===== src/rtl/cordic_pkg.sv =====
`timescale 1ns/1ps
package cordic_pkg;

    typedef enum logic {
        CONV_TO_POLAR = 1'b0,
        CONV_TO_RECT  = 1'b1
    } conv_mode_e;

    // atan(2^-idx) expressed as a fraction of pi, scaled by 2^31
    function automatic longint atan_frac31(input int idx);
        longint v;
        case (idx)
            0:       v = 64'sd536870912;
            1:       v = 64'sd316933406;
            2:       v = 64'sd167458907;
            3:       v = 64'sd85004756;
            4:       v = 64'sd42667331;
            5:       v = 64'sd21354465;
            6:       v = 64'sd10679838;
            7:       v = 64'sd5340245;
            8:       v = 64'sd2670163;
            9:       v = 64'sd1335087;
            10:      v = 64'sd667544;
            11:      v = 64'sd333772;
            12:      v = 64'sd166886;
            default: v = 64'sd683565276 >>> idx;
        endcase
        return v;
    endfunction

endpackage


===== src/rtl/cordic_fold.sv =====
`timescale 1ns/1ps
module cordic_fold #(
    parameter int W = 16,
    parameter int G = 5
) (
    input  logic                    clk,
    input  logic                    rst_n,
    input  logic                    in_vld,
    input  logic                    in_mode,
    input  logic signed [W-1:0]     in_x,
    input  logic signed [W-1:0]     in_y,
    input  logic signed [W-1:0]     in_z,
    output logic                    o_vld,
    output logic                    o_mode,
    output logic                    o_fix,
    output logic signed [W+1+G:0]   o_x,
    output logic signed [W+1+G:0]   o_y,
    output logic signed [W+G-1:0]   o_z
);
    import cordic_pkg::*;

    localparam int IW = W + 2 + G;
    localparam int AW = W + G;

    typedef struct packed {
        logic                 vld;
        logic                 mode;
        logic                 fix;
        logic signed [IW-1:0] x;
        logic signed [IW-1:0] y;
        logic signed [AW-1:0] z;
    } fold_t;

    fold_t st_d, st_q;
    logic signed [IW-1:0] xe, ye;

    always_comb begin
        xe        = {{2{in_x[W-1]}}, in_x, {G{1'b0}}};
        ye        = {{2{in_y[W-1]}}, in_y, {G{1'b0}}};
        st_d.vld  = in_vld;
        st_d.mode = in_mode;
        st_d.fix  = 1'b0;
        st_d.x    = xe;
        st_d.y    = ye;
        st_d.z    = {in_z, {G{1'b0}}};
        if (conv_mode_e'(in_mode) == CONV_TO_POLAR) begin
            if (in_x[W-1]) begin
                st_d.x   = -xe;
                st_d.y   = -ye;
                st_d.fix = 1'b1;
            end
        end else if (in_z[W-1] ^ in_z[W-2]) begin
            st_d.z   = {~in_z[W-1], in_z[W-2:0], {G{1'b0}}};
            st_d.fix = 1'b1;
        end
    end

    always_ff @(posedge clk) begin
        if (!rst_n) st_q <= '0;
        else        st_q <= st_d;
    end

    assign o_vld  = st_q.vld;
    assign o_mode = st_q.mode;
    assign o_fix  = st_q.fix;
    assign o_x    = st_q.x;
    assign o_y    = st_q.y;
    assign o_z    = st_q.z;

    AST_FOLD_X_POS: assert property (@(posedge clk) disable iff (!rst_n)
        (st_q.vld && !st_q.mode) |-> !st_q.x[IW-1]);
    AST_FOLD_Z_QUARTER: assert property (@(posedge clk) disable iff (!rst_n)
        (st_q.vld && st_q.mode) |-> (st_q.z[AW-1] == st_q.z[AW-2]));

endmodule


===== src/rtl/cordic_step.sv =====
`timescale 1ns/1ps
module cordic_step #(
    parameter int W   = 16,
    parameter int G   = 5,
    parameter int IDX = 0
) (
    input  logic                    clk,
    input  logic                    rst_n,
    input  logic                    i_vld,
    input  logic                    i_mode,
    input  logic                    i_fix,
    input  logic signed [W+1+G:0]   i_x,
    input  logic signed [W+1+G:0]   i_y,
    input  logic signed [W+G-1:0]   i_z,
    output logic                    o_vld,
    output logic                    o_mode,
    output logic                    o_fix,
    output logic signed [W+1+G:0]   o_x,
    output logic signed [W+1+G:0]   o_y,
    output logic signed [W+G-1:0]   o_z
);
    import cordic_pkg::*;

    localparam int IW = W + 2 + G;
    localparam int AW = W + G;
    localparam longint RAW = atan_frac31(IDX);
    localparam logic signed [AW-1:0] ANG =
        AW'((RAW + (64'sd1 <<< (31 - AW))) >>> (32 - AW));
    localparam logic signed [AW-1:0] QTR = AW'(64'sd1 <<< (AW - 2));

    typedef struct packed {
        logic                 vld;
        logic                 mode;
        logic                 fix;
        logic signed [IW-1:0] x;
        logic signed [IW-1:0] y;
        logic signed [AW-1:0] z;
    } step_t;

    step_t st_d, st_q;
    logic signed [IW-1:0] xs, ys;
    logic rot_ccw;

    always_comb begin
        xs        = i_x >>> IDX;
        ys        = i_y >>> IDX;
        rot_ccw   = i_mode ? ~i_z[AW-1] : i_y[IW-1];
        st_d.vld  = i_vld;
        st_d.mode = i_mode;
        st_d.fix  = i_fix;
        if (rot_ccw) begin
            st_d.x = i_x - ys;
            st_d.y = i_y + xs;
            st_d.z = i_z - ANG;
        end else begin
            st_d.x = i_x + ys;
            st_d.y = i_y - xs;
            st_d.z = i_z + ANG;
        end
    end

    always_ff @(posedge clk) begin
        if (!rst_n) st_q <= '0;
        else        st_q <= st_d;
    end

    assign o_vld  = st_q.vld;
    assign o_mode = st_q.mode;
    assign o_fix  = st_q.fix;
    assign o_x    = st_q.x;
    assign o_y    = st_q.y;
    assign o_z    = st_q.z;

    AST_STEP_X_NONNEG: assert property (@(posedge clk) disable iff (!rst_n)
        (st_q.vld && !st_q.mode) |-> !st_q.x[IW-1]);
    AST_STEP_Z_BOUND: assert property (@(posedge clk) disable iff (!rst_n)
        (st_q.vld && st_q.mode) |-> ($signed(st_q.z) <= QTR && $signed(st_q.z) >= -QTR));

endmodule


===== src/rtl/cordic_finish.sv =====
`timescale 1ns/1ps
module cordic_finish #(
    parameter int W = 16,
    parameter int G = 5
) (
    input  logic                    clk,
    input  logic                    rst_n,
    input  logic                    i_vld,
    input  logic                    i_mode,
    input  logic                    i_fix,
    input  logic signed [W+1+G:0]   i_x,
    input  logic signed [W+1+G:0]   i_y,
    input  logic signed [W+G-1:0]   i_z,
    output logic                    o_vld,
    output logic signed [W-1:0]     o_x,
    output logic signed [W-1:0]     o_y,
    output logic signed [W-1:0]     o_z
);
    localparam int IW = W + 2 + G;
    localparam int AW = W + G;
    localparam logic signed [IW-1:0] RND  = IW'(2 ** (G - 1));
    localparam logic signed [AW-1:0] ZRND = AW'(2 ** (G - 1));
    localparam logic signed [W+1:0]  PMAX = (W+2)'(2 ** (W - 1) - 1);
    localparam logic signed [W+1:0]  NMIN = -((W+2)'(2 ** (W - 1)));

    typedef struct packed {
        logic                 vld;
        logic                 mode;
        logic                 fix;
        logic signed [IW-1:0] x;
        logic signed [IW-1:0] y;
        logic signed [AW-1:0] z;
    } gain_t;

    typedef struct packed {
        logic                vld;
        logic                mode;
        logic signed [W-1:0] x;
        logic signed [W-1:0] y;
        logic signed [W-1:0] z;
    } out_t;

    // multiply by ~0.607254 (inverse CORDIC gain) with shifts and adds
    function automatic logic signed [IW-1:0] gain_fix(input logic signed [IW-1:0] v);
        return (v >>> 1) + (v >>> 3) - (v >>> 6) - (v >>> 9)
             - (v >>> 12) + (v >>> 14) + (v >>> 16);
    endfunction

    function automatic logic signed [W-1:0] clamp(input logic signed [W+1:0] v);
        if (v > PMAX)      return PMAX[W-1:0];
        else if (v < NMIN) return NMIN[W-1:0];
        else               return v[W-1:0];
    endfunction

    gain_t ga_d, ga_q;
    out_t  ou_d, ou_q;
    logic signed [IW-1:0] xa, ya, xr, yr;
    logic signed [AW-1:0] zr;

    always_comb begin
        ga_d.vld  = i_vld;
        ga_d.mode = i_mode;
        ga_d.fix  = i_fix;
        ga_d.x    = gain_fix(i_x);
        ga_d.y    = gain_fix(i_y);
        ga_d.z    = (!i_mode && i_fix) ? {~i_z[AW-1], i_z[AW-2:0]} : i_z;

        xa        = (ga_q.mode && ga_q.fix) ? -ga_q.x : ga_q.x;
        ya        = (ga_q.mode && ga_q.fix) ? -ga_q.y : ga_q.y;
        xr        = xa + RND;
        yr        = ya + RND;
        zr        = ga_q.z + ZRND;
        ou_d.vld  = ga_q.vld;
        ou_d.mode = ga_q.mode;
        ou_d.x    = clamp(xr[IW-1:G]);
        ou_d.y    = clamp(yr[IW-1:G]);
        ou_d.z    = zr[AW-1:G];
    end

    always_ff @(posedge clk) begin
        if (!rst_n) begin
            ga_q <= '0;
            ou_q <= '0;
        end else begin
            ga_q <= ga_d;
            ou_q <= ou_d;
        end
    end

    assign o_vld = ou_q.vld;
    assign o_x   = ou_q.x;
    assign o_y   = ou_q.y;
    assign o_z   = ou_q.z;

    AST_MAG_NONNEG: assert property (@(posedge clk) disable iff (!rst_n)
        (ou_q.vld && !ou_q.mode) |-> !ou_q.x[W-1]);

endmodule


===== src/rtl/cordic_polar_conv.sv =====
`timescale 1ns/1ps
module cordic_polar_conv #(
    parameter int W    = 16,
    parameter int ITER = 18,
    parameter int G    = 5
) (
    input  logic                clk,
    input  logic                rst_n,
    input  logic                in_vld,
    input  logic                in_mode,
    input  logic signed [W-1:0] in_x,
    input  logic signed [W-1:0] in_y,
    input  logic signed [W-1:0] in_z,
    output logic                out_vld,
    output logic signed [W-1:0] out_x,
    output logic signed [W-1:0] out_y,
    output logic signed [W-1:0] out_z
);
    localparam int IW = W + 2 + G;
    localparam int AW = W + G;

    logic                 sv [0:ITER];
    logic                 sm [0:ITER];
    logic                 sf [0:ITER];
    logic signed [IW-1:0] sx [0:ITER];
    logic signed [IW-1:0] sy [0:ITER];
    logic signed [AW-1:0] sz [0:ITER];

    cordic_fold #(.W(W), .G(G)) u_fold (
        .clk(clk), .rst_n(rst_n),
        .in_vld(in_vld), .in_mode(in_mode),
        .in_x(in_x), .in_y(in_y), .in_z(in_z),
        .o_vld(sv[0]), .o_mode(sm[0]), .o_fix(sf[0]),
        .o_x(sx[0]), .o_y(sy[0]), .o_z(sz[0])
    );

    for (genvar g = 0; g < ITER; g++) begin : g_step
        cordic_step #(.W(W), .G(G), .IDX(g)) u_step (
            .clk(clk), .rst_n(rst_n),
            .i_vld(sv[g]), .i_mode(sm[g]), .i_fix(sf[g]),
            .i_x(sx[g]), .i_y(sy[g]), .i_z(sz[g]),
            .o_vld(sv[g+1]), .o_mode(sm[g+1]), .o_fix(sf[g+1]),
            .o_x(sx[g+1]), .o_y(sy[g+1]), .o_z(sz[g+1])
        );
    end

    cordic_finish #(.W(W), .G(G)) u_finish (
        .clk(clk), .rst_n(rst_n),
        .i_vld(sv[ITER]), .i_mode(sm[ITER]), .i_fix(sf[ITER]),
        .i_x(sx[ITER]), .i_y(sy[ITER]), .i_z(sz[ITER]),
        .o_vld(out_vld), .o_x(out_x), .o_y(out_y), .o_z(out_z)
    );

    AST_OUT_KNOWN: assert property (@(posedge clk) disable iff (!rst_n)
        out_vld |-> !$isunknown({out_x, out_y, out_z}));

endmodule


===== config.mk =====
export PLATFORM = sky130hd
export DESIGN_NAME = cordic_polar_conv
export DESIGN_NICKNAME = d
export VERILOG_FILES = /design/src/rtl/cordic_pkg.sv /design/src/rtl/cordic_fold.sv /design/src/rtl/cordic_step.sv /design/src/rtl/cordic_finish.sv /design/src/rtl/cordic_polar_conv.sv
export SDC_FILE = /design/constraint.sdc
export NUM_CORES = 2
export LEC_CHECK = 0
export BUFFER_PORTS_ARGS = -buffer_cell sky130_fd_sc_hd__buf_2
export CAP_MARGIN = 20
export CORE_ASPECT_RATIO = 1.5
export CORE_MARGIN = 1
export CORE_UTILIZATION = 55
export CTS_CLUSTER_DIAMETER = 200
export DETAILED_ROUTE_END_ITERATION = 10
export PLACE_DENSITY = 0.73
export SYNTH_ARGS = -nofsm -noshare
export SYNTH_HDL_FRONTEND = slang
export SYNTH_SLANG_ARGS = --single-unit

===== constraint.sdc =====
create_clock -name clk -period 7.75 [get_ports clk]
set_input_delay 0.3875 -clock clk [delete_from_list [all_inputs] [get_ports clk]]
set_output_delay 0.3875 -clock clk [all_outputs]
set_load 0.01 [all_outputs]

-- After elaboration in Yosys (flattened, before gate mapping)
Cells that the tools add are included.
- $add $sub $neg: 126
- multiply operators: 0
- divide/modulo/power cells: 0
- order comparisons: 4
- equality and inequality tests: 0
- shift operators: 0
- mux-type cells: 49
- bitwise operators: 23
- reductions and logical operators: 7
- operator list (kind ; count):
    $mux W67 ; 18
    $add A23 B7 Y23 ; 4
    $add A23 B9 Y23 ; 4
    $sub A23 B11 Y23 ; 4
    $sub A23 B14 Y23 ; 4
    $sub A23 B17 Y23 ; 4
    $mux W21 ; 3
    $mux W47 ; 1
    $add A22 B20 Y23 ; 2
    $add A23 B10 Y23 ; 2
    $add A23 B11 Y23 ; 2
    $add A23 B12 Y23 ; 2
    $add A23 B13 Y23 ; 2
    $add A23 B14 Y23 ; 2
    $add A23 B15 Y23 ; 2
    $add A23 B16 Y23 ; 2
    $add A23 B17 Y23 ; 2
    $add A23 B18 Y23 ; 2
    $add A23 B19 Y23 ; 2
    $add A23 B20 Y23 ; 2
    $add A23 B21 Y23 ; 2
    $add A23 B22 Y23 ; 2
    $add A23 B6 Y23 ; 2
    $add A23 B6 Y23 const B ; 2
    other kinds (69) ; 135
- register bits after elaboration: 1449
- latch bits: 0
- bits in writable memories: 0
- bits in read-only memories: 0
- memories kept: 0

-- Longest topological paths before layout
- word-level depth: 6
- gate-level depth with buffers: 21

-- Cells and area by module
Synthesis repeated with hierarchy kept, for this count alone.
- cell total of the unflattened synthesis: 14338
- area total of the unflattened synthesis: 117675.4 um^2
- modules (own cells, without submodules) (module ; instances ; cells each ; area each (um^2)):
    cordic_finish ; 1 ; 1280 ; 11802.6
    cordic_step at g_step[4].u_step ; 1 ; 756 ; 5984.5
    cordic_step at g_step[10].u_step ; 1 ; 754 ; 5958.2
    cordic_step at g_step[1].u_step ; 1 ; 734 ; 5904.4
    cordic_step at g_step[2].u_step ; 1 ; 714 ; 5899.4
    cordic_step at g_step[5].u_step ; 1 ; 722 ; 5878.1
    cordic_step at g_step[9].u_step ; 1 ; 719 ; 5795.6
    cordic_step at g_step[3].u_step ; 1 ; 711 ; 5783.0
    cordic_step at g_step[16].u_step ; 1 ; 715 ; 5781.8
    cordic_step at g_step[6].u_step ; 1 ; 710 ; 5778.0
    cordic_step at g_step[11].u_step ; 1 ; 716 ; 5771.8
    cordic_step at g_step[7].u_step ; 1 ; 710 ; 5735.5
    cordic_step at g_step[14].u_step ; 1 ; 706 ; 5688.0
    cordic_step at g_step[17].u_step ; 1 ; 704 ; 5684.2
    +6 rows ; -- ; -- ; --

-- Least setup slack after synthesis
OpenSTA, ideal clock, no wires.
- kind: reg-to-reg
- start point: register g_step[15].u_step.st_q (netlist bit g_step[15].u_step.o_y[22])
- end point: register g_step[16].u_step.st_q (netlist bit g_step[16].u_step.o_x[22])
- setup time: 0.070 ns
- data arrival time: 5.379 ns
- required time: 7.680 ns
- path slack: 2.301 ns
- stages on the path, launching flop included: 17
- path buffers: 1
- period minus slack after synthesis: 5.449 ns
- cell sequence: dfxtp_1 clkinv_1 mux2i_1 inv_1 clkbuf_1 mux2i_1 fa_1 a211o_1 a211oi_1 o21bai_1 o41ai_2 o41ai_1 and4_1 a2111oi_2 a21oi_1 or3_1 a21oi_1
- word-level cells in the longest chain between the ends: 2
- elaborated cells on any way between the ends: 4
- ends and longest elaborated chain (element ; RTL line ; text):
    start: declaration ; cordic_step.sv:40 ; step_t st_d, st_q;
    start signal: assignment ; cordic_step.sv:64 ; else st_q <= st_d;
    $add A23 B7 Y23 (tied with other cells) ; cordic_step.sv:56 ; st_d.x = i_x + ys;
    $mux W67 (*) ; cordic_step.sv:51 ; if (rot_ccw) begin
    end signal: assignment ; cordic_step.sv:64 ;
    end: declaration ; cordic_step.sv:40 ;
Mark *: on every way between the ends. The rest lies on a longest branch, timed or not.
A chain may end at the register's enable or synchronous reset.

-- Worst setup path in the final report
- start point: register g_step[14].u_step.st_q (netlist bit g_step[14].u_step.o_y[22])
- end point: register g_step[15].u_step.st_q (netlist bit g_step[15].u_step.o_x[22])
- word-level cells in the longest chain between the ends: 2
- elaborated cells on any way between the ends: 4
- ends and longest elaborated chain (element ; RTL line):
    start: declaration ; cordic_step.sv:40
    start signal: assignment ; cordic_step.sv:64
    $add A23 B8 Y23 (tied with other cells) ; cordic_step.sv:56
    $mux W67 (*) ; cordic_step.sv:51
Marked as above.

==> metrics.txt <==
final critical delay including setup and external delays=5.59 ns; core area=0.183 mm^2; clock transition time at the flip-flop clock pins of the worst setup and hold paths=0.07 ns; worst hold margin=0.299 ns; maximum number of pins on one net before global-route repair=200; net count of the finished layout=13900; Final setup violation count=0; drt total wl=287000 um; Starting Density=0.555; root cell of the clock tree=sky130_fd_sc_hd__clkbuf_16; Initial DRC Count=4966; Final GP Congestion=0.982; Layout Area Growth over Synthesis=8.30%; summed negative setup slack over all endpoints=0 ns; cell row count=192; data required time at the worst endpoint=8.48 ns; residual antenna-violating net count after detailed routing=0; number of input and output port buffers inserted=100; achievable clock frequency=0.179 GHz; slowest CP cell=sky130_fd_sc_hd__o21a_1; TritonCTS sink count=1391; HPWL after detailed placement=223000 um; total via count in the routed design=87200; first-pass iteration count of the detailed router=6; met1 usage in global routing=0.299; class of the most critical setup path=flop to flop; total of flip-flops plus latches after synthesis=1391; leading cell types by total area after synthesis=sky130_fd_sc_hd__dfxtp_1 27%, sky130_fd_sc_hd__ha_1 15%, sky130_fd_sc_hd__xnor2_1 6.3%; maximum fanout count along the critical path=24; TritonCTS clock tree=yes; number of standard cells after synthesis=12300; type of destination of the critical path=flop; part of the cycle the worst path needs=0.721; Slew Viols, Final=0; ranking of synthesized cells by instance count=1630 x sky130_fd_sc_hd__nor2_1, 1391 x sky130_fd_sc_hd__dfxtp_1, 1225 x sky130_fd_sc_hd__ha_1, 824 x sky130_fd_sc_hd__a21oi_1, 777 x sky130_fd_sc_hd__nand2_1; Critical Path Source Type=flop; Die X=353 um; cell type contributing the most total cell area after synthesis=sky130_fd_sc_hd__dfxtp_1; Mapped Avg Cell Area=8.24 um^2; category of cells accounting for the largest share of critical-path delay=compound AO/OA/AOI/OAI gates; met2 usage=0.568; worst relative slew slack=0.265; total setup buffers inserted after CTS=0; number of enable flip-flop cells after synthesis=0; net count of the mapped netlist=13800; number of hold violations in the final report=0; antenna violations before repair=8; busiest metal layer after global routing=met2; met3 layer usage reported by global route=0.0333; max_cap viols=0; total clock buffers created by CTS=151; Main synth FF type=sky130_fd_sc_hd__dfxtp_1; global-route congestion overflow total=0; global-route wire length before repair=453000 um; CTS Buffer Depth=4; HP Class=primary input to flop; routed len/inst=19.2 um; Most common cell on crit path=sky130_fd_sc_hd__a21oi_1; crit path cell chain=o21a_1 > clkinv_1 > mux2i_1 > fa_1 > a211o_1 > a211oi_1 > o21bai_1 > o41ai_2 > o41ai_1 > and4_1 > a2111oi_2 > a21oi_1 > or3_1 > a21oi_1; sequential element share of the synthesized area=0.274; CTS H-Tree Depth=4; via-per-instance ratio=5.84; worst endpoint data arrival time=6.32 ns; DRC violations left=0; worst clock skew=0.0598 ns; share of Yosys cell area claimed by the top area cell type=0.274; number of distinct library cells after synthesis=99; total routing resource utilization after global routing=0.298; Worst Path Buf+Inv=1; YS warnings=0; fraction of final layout cells with drive strength greater than 1=0.0418; Vert. Die Dim=529 um; Die ar.=0.187 mm^2; Async S/R FF share, synth=0; fillcell total=16200; number of I/O pins=101; Worst-Skew Late Latency=0.84 ns; most used standard cell by instance count after synthesis=sky130_fd_sc_hd__nor2_1; setup repair after global routing missed its margin=no; transition time of the tightest slew-check pin=1.10 ns; cell area after synthesis=0.102 mm^2; via count of the first global-routing pass=87800; outcome=finished clean; worst stage delay on the critical path=0.82 ns
kinds of logic after synthesis:
logic type / Yosys count / share of synthesized area
AO/OA/AOI/OAI: 3000 / 0.188
XOR/XNOR: 1316 / 0.113
adder cells (fa/ha/maj): 1420 / 0.189
buffers and inverters: 953 / 0.0360
flip-flops: 1391 / 0.274
multiplexers: 50 / 0.00508
AND/OR/NAND/NOR: 4206 / 0.195
flip-flops by register name, summed over array words and instances (netlist names):
register	cells
u_fold.o_x	18
g_step.u_step.o_mode	18
u_finish.o_vld	1
u_fold.o_mode	1
u_finish.o_x	16
g_step.u_step.o_z	366
g_step.u_step.o_x	400
g_step.u_step.o_vld	18
u_fold.o_z	16
g_step.u_step.o_y	401
u_finish.ga_q	66
u_finish.o_z	16
u_fold.o_fix	1
u_fold.o_y	18
g_step.u_step.o_fix	18
u_finish.o_y	16
u_fold.o_vld	1
worst reg2reg max path, cell delays in order (launching register included):
cell and delay, ns:
sky130_fd_sc_hd__dfxtp_1 0.50, sky130_fd_sc_hd__o21a_1 0.82, sky130_fd_sc_hd__clkinv_1 0.80, sky130_fd_sc_hd__mux2i_1 0.32
sky130_fd_sc_hd__fa_1 0.49, sky130_fd_sc_hd__a211o_1 0.33, sky130_fd_sc_hd__a211oi_1 0.28, sky130_fd_sc_hd__o21bai_1 0.17
sky130_fd_sc_hd__o41ai_2 0.39, sky130_fd_sc_hd__o41ai_1 0.17, sky130_fd_sc_hd__and4_1 0.23, sky130_fd_sc_hd__a2111oi_2 0.41
sky130_fd_sc_hd__a21oi_1 0.13, sky130_fd_sc_hd__or3_1 0.35, sky130_fd_sc_hd__a21oi_1 0.13
cells in the final DEF, fill, tap and decap left out, types with 30 or more instances in the layout:
master	netlist	layout
sky130_fd_sc_hd__a211oi_1	178	178
sky130_fd_sc_hd__a21boi_0	31	31
sky130_fd_sc_hd__a21o_1	264	264
sky130_fd_sc_hd__a21oi_1	824	823
sky130_fd_sc_hd__a31oi_1	100	100
sky130_fd_sc_hd__and2_1	306	306
sky130_fd_sc_hd__and3_1	106	106
sky130_fd_sc_hd__buf_2	5	99
sky130_fd_sc_hd__buf_4	5	40
sky130_fd_sc_hd__clkbuf_16	0	156
sky130_fd_sc_hd__dfxtp_1	1391	1391
sky130_fd_sc_hd__dlygate4sd3_1	0	55
sky130_fd_sc_hd__fa_1	195	195
sky130_fd_sc_hd__ha_1	1225	1225
sky130_fd_sc_hd__inv_1	651	651
sky130_fd_sc_hd__mux2i_1	37	36
sky130_fd_sc_hd__nand2_1	777	777
sky130_fd_sc_hd__nand2b_1	178	178
sky130_fd_sc_hd__nand3_1	227	227
sky130_fd_sc_hd__nand3b_1	43	43
sky130_fd_sc_hd__nand4_1	35	35
sky130_fd_sc_hd__nor2_1	1630	1629
sky130_fd_sc_hd__nor2b_1	155	155
sky130_fd_sc_hd__nor3_1	395	395
sky130_fd_sc_hd__nor3b_1	40	40
sky130_fd_sc_hd__nor4_1	57	57
sky130_fd_sc_hd__o211ai_1	40	40
sky130_fd_sc_hd__o21a_1	147	147
sky130_fd_sc_hd__o21ai_0	772	772
sky130_fd_sc_hd__o21bai_1	83	83
sky130_fd_sc_hd__o22ai_1	30	30
sky130_fd_sc_hd__o31ai_1	131	131
sky130_fd_sc_hd__o41ai_1	65	65
sky130_fd_sc_hd__or2_2	44	44
sky130_fd_sc_hd__or3_1	126	126
sky130_fd_sc_hd__xnor2_1	735	735
sky130_fd_sc_hd__xor2_1	581	581
through the flow:
step	utilization	instances	setup WS, ns	instance area (um^2)
4_1_cts	0.601	14900	2.20	110000
5_1_grt	0.602	14900	1.69	110000
2_1_floorplan	-	12300	2.30	102000
3_5_place_dp	0.571	14600	2.22	104000
6_report	0.602	14900	2.16	110000
3_3_place_gp	0.571	14600	2.26	104000
final timing paths:
kind,from,end,slack [ns],cells after the start
worst max-delay path,g_step[14].u_step.o_y[22],g_step[15].u_step.o_x[22],2.16,14
worst min-delay path,in_vld,u_fold.o_vld,0.30,3
worst max register to register,g_step[14].u_step.o_y[22],g_step[15].u_step.o_x[22],2.16,14
worst min register to register,g_step[6].u_step.o_z[2],g_step[7].u_step.o_z[2],0.42,1
metal layers:
layer | part of all wire | vias to the layer above
li1 | - | 43400
met3 | 0.034 | 933
met2 | 0.52 | 2091
met5 | 0.000024 | -
met1 | 0.37 | 40800
met4 | 0.078 | 2
repair_timing:
action | in CTS | in global routing
hold buffers | 55 | 0
resized for setup | 0 | 0
hold endpoints to repair | 66 | 0
final cells by class:
class	count	area (um^2)	share of cell area
clock buffers	192	4240	0.0385
flip-flops and latches	1391	27800	0.253
multi-input cells	9992	70200	0.637
well taps	2425	3030	0.0276
inverters	657	2470	0.0225
clock inverters	67	862	0.00783
repair buffers	200	1460	0.0133
diodes	6	15.0	0.000136
Power is not shown: default switching activity piles up to over one toggle a cycle in this logic, so the estimate is an artifact.
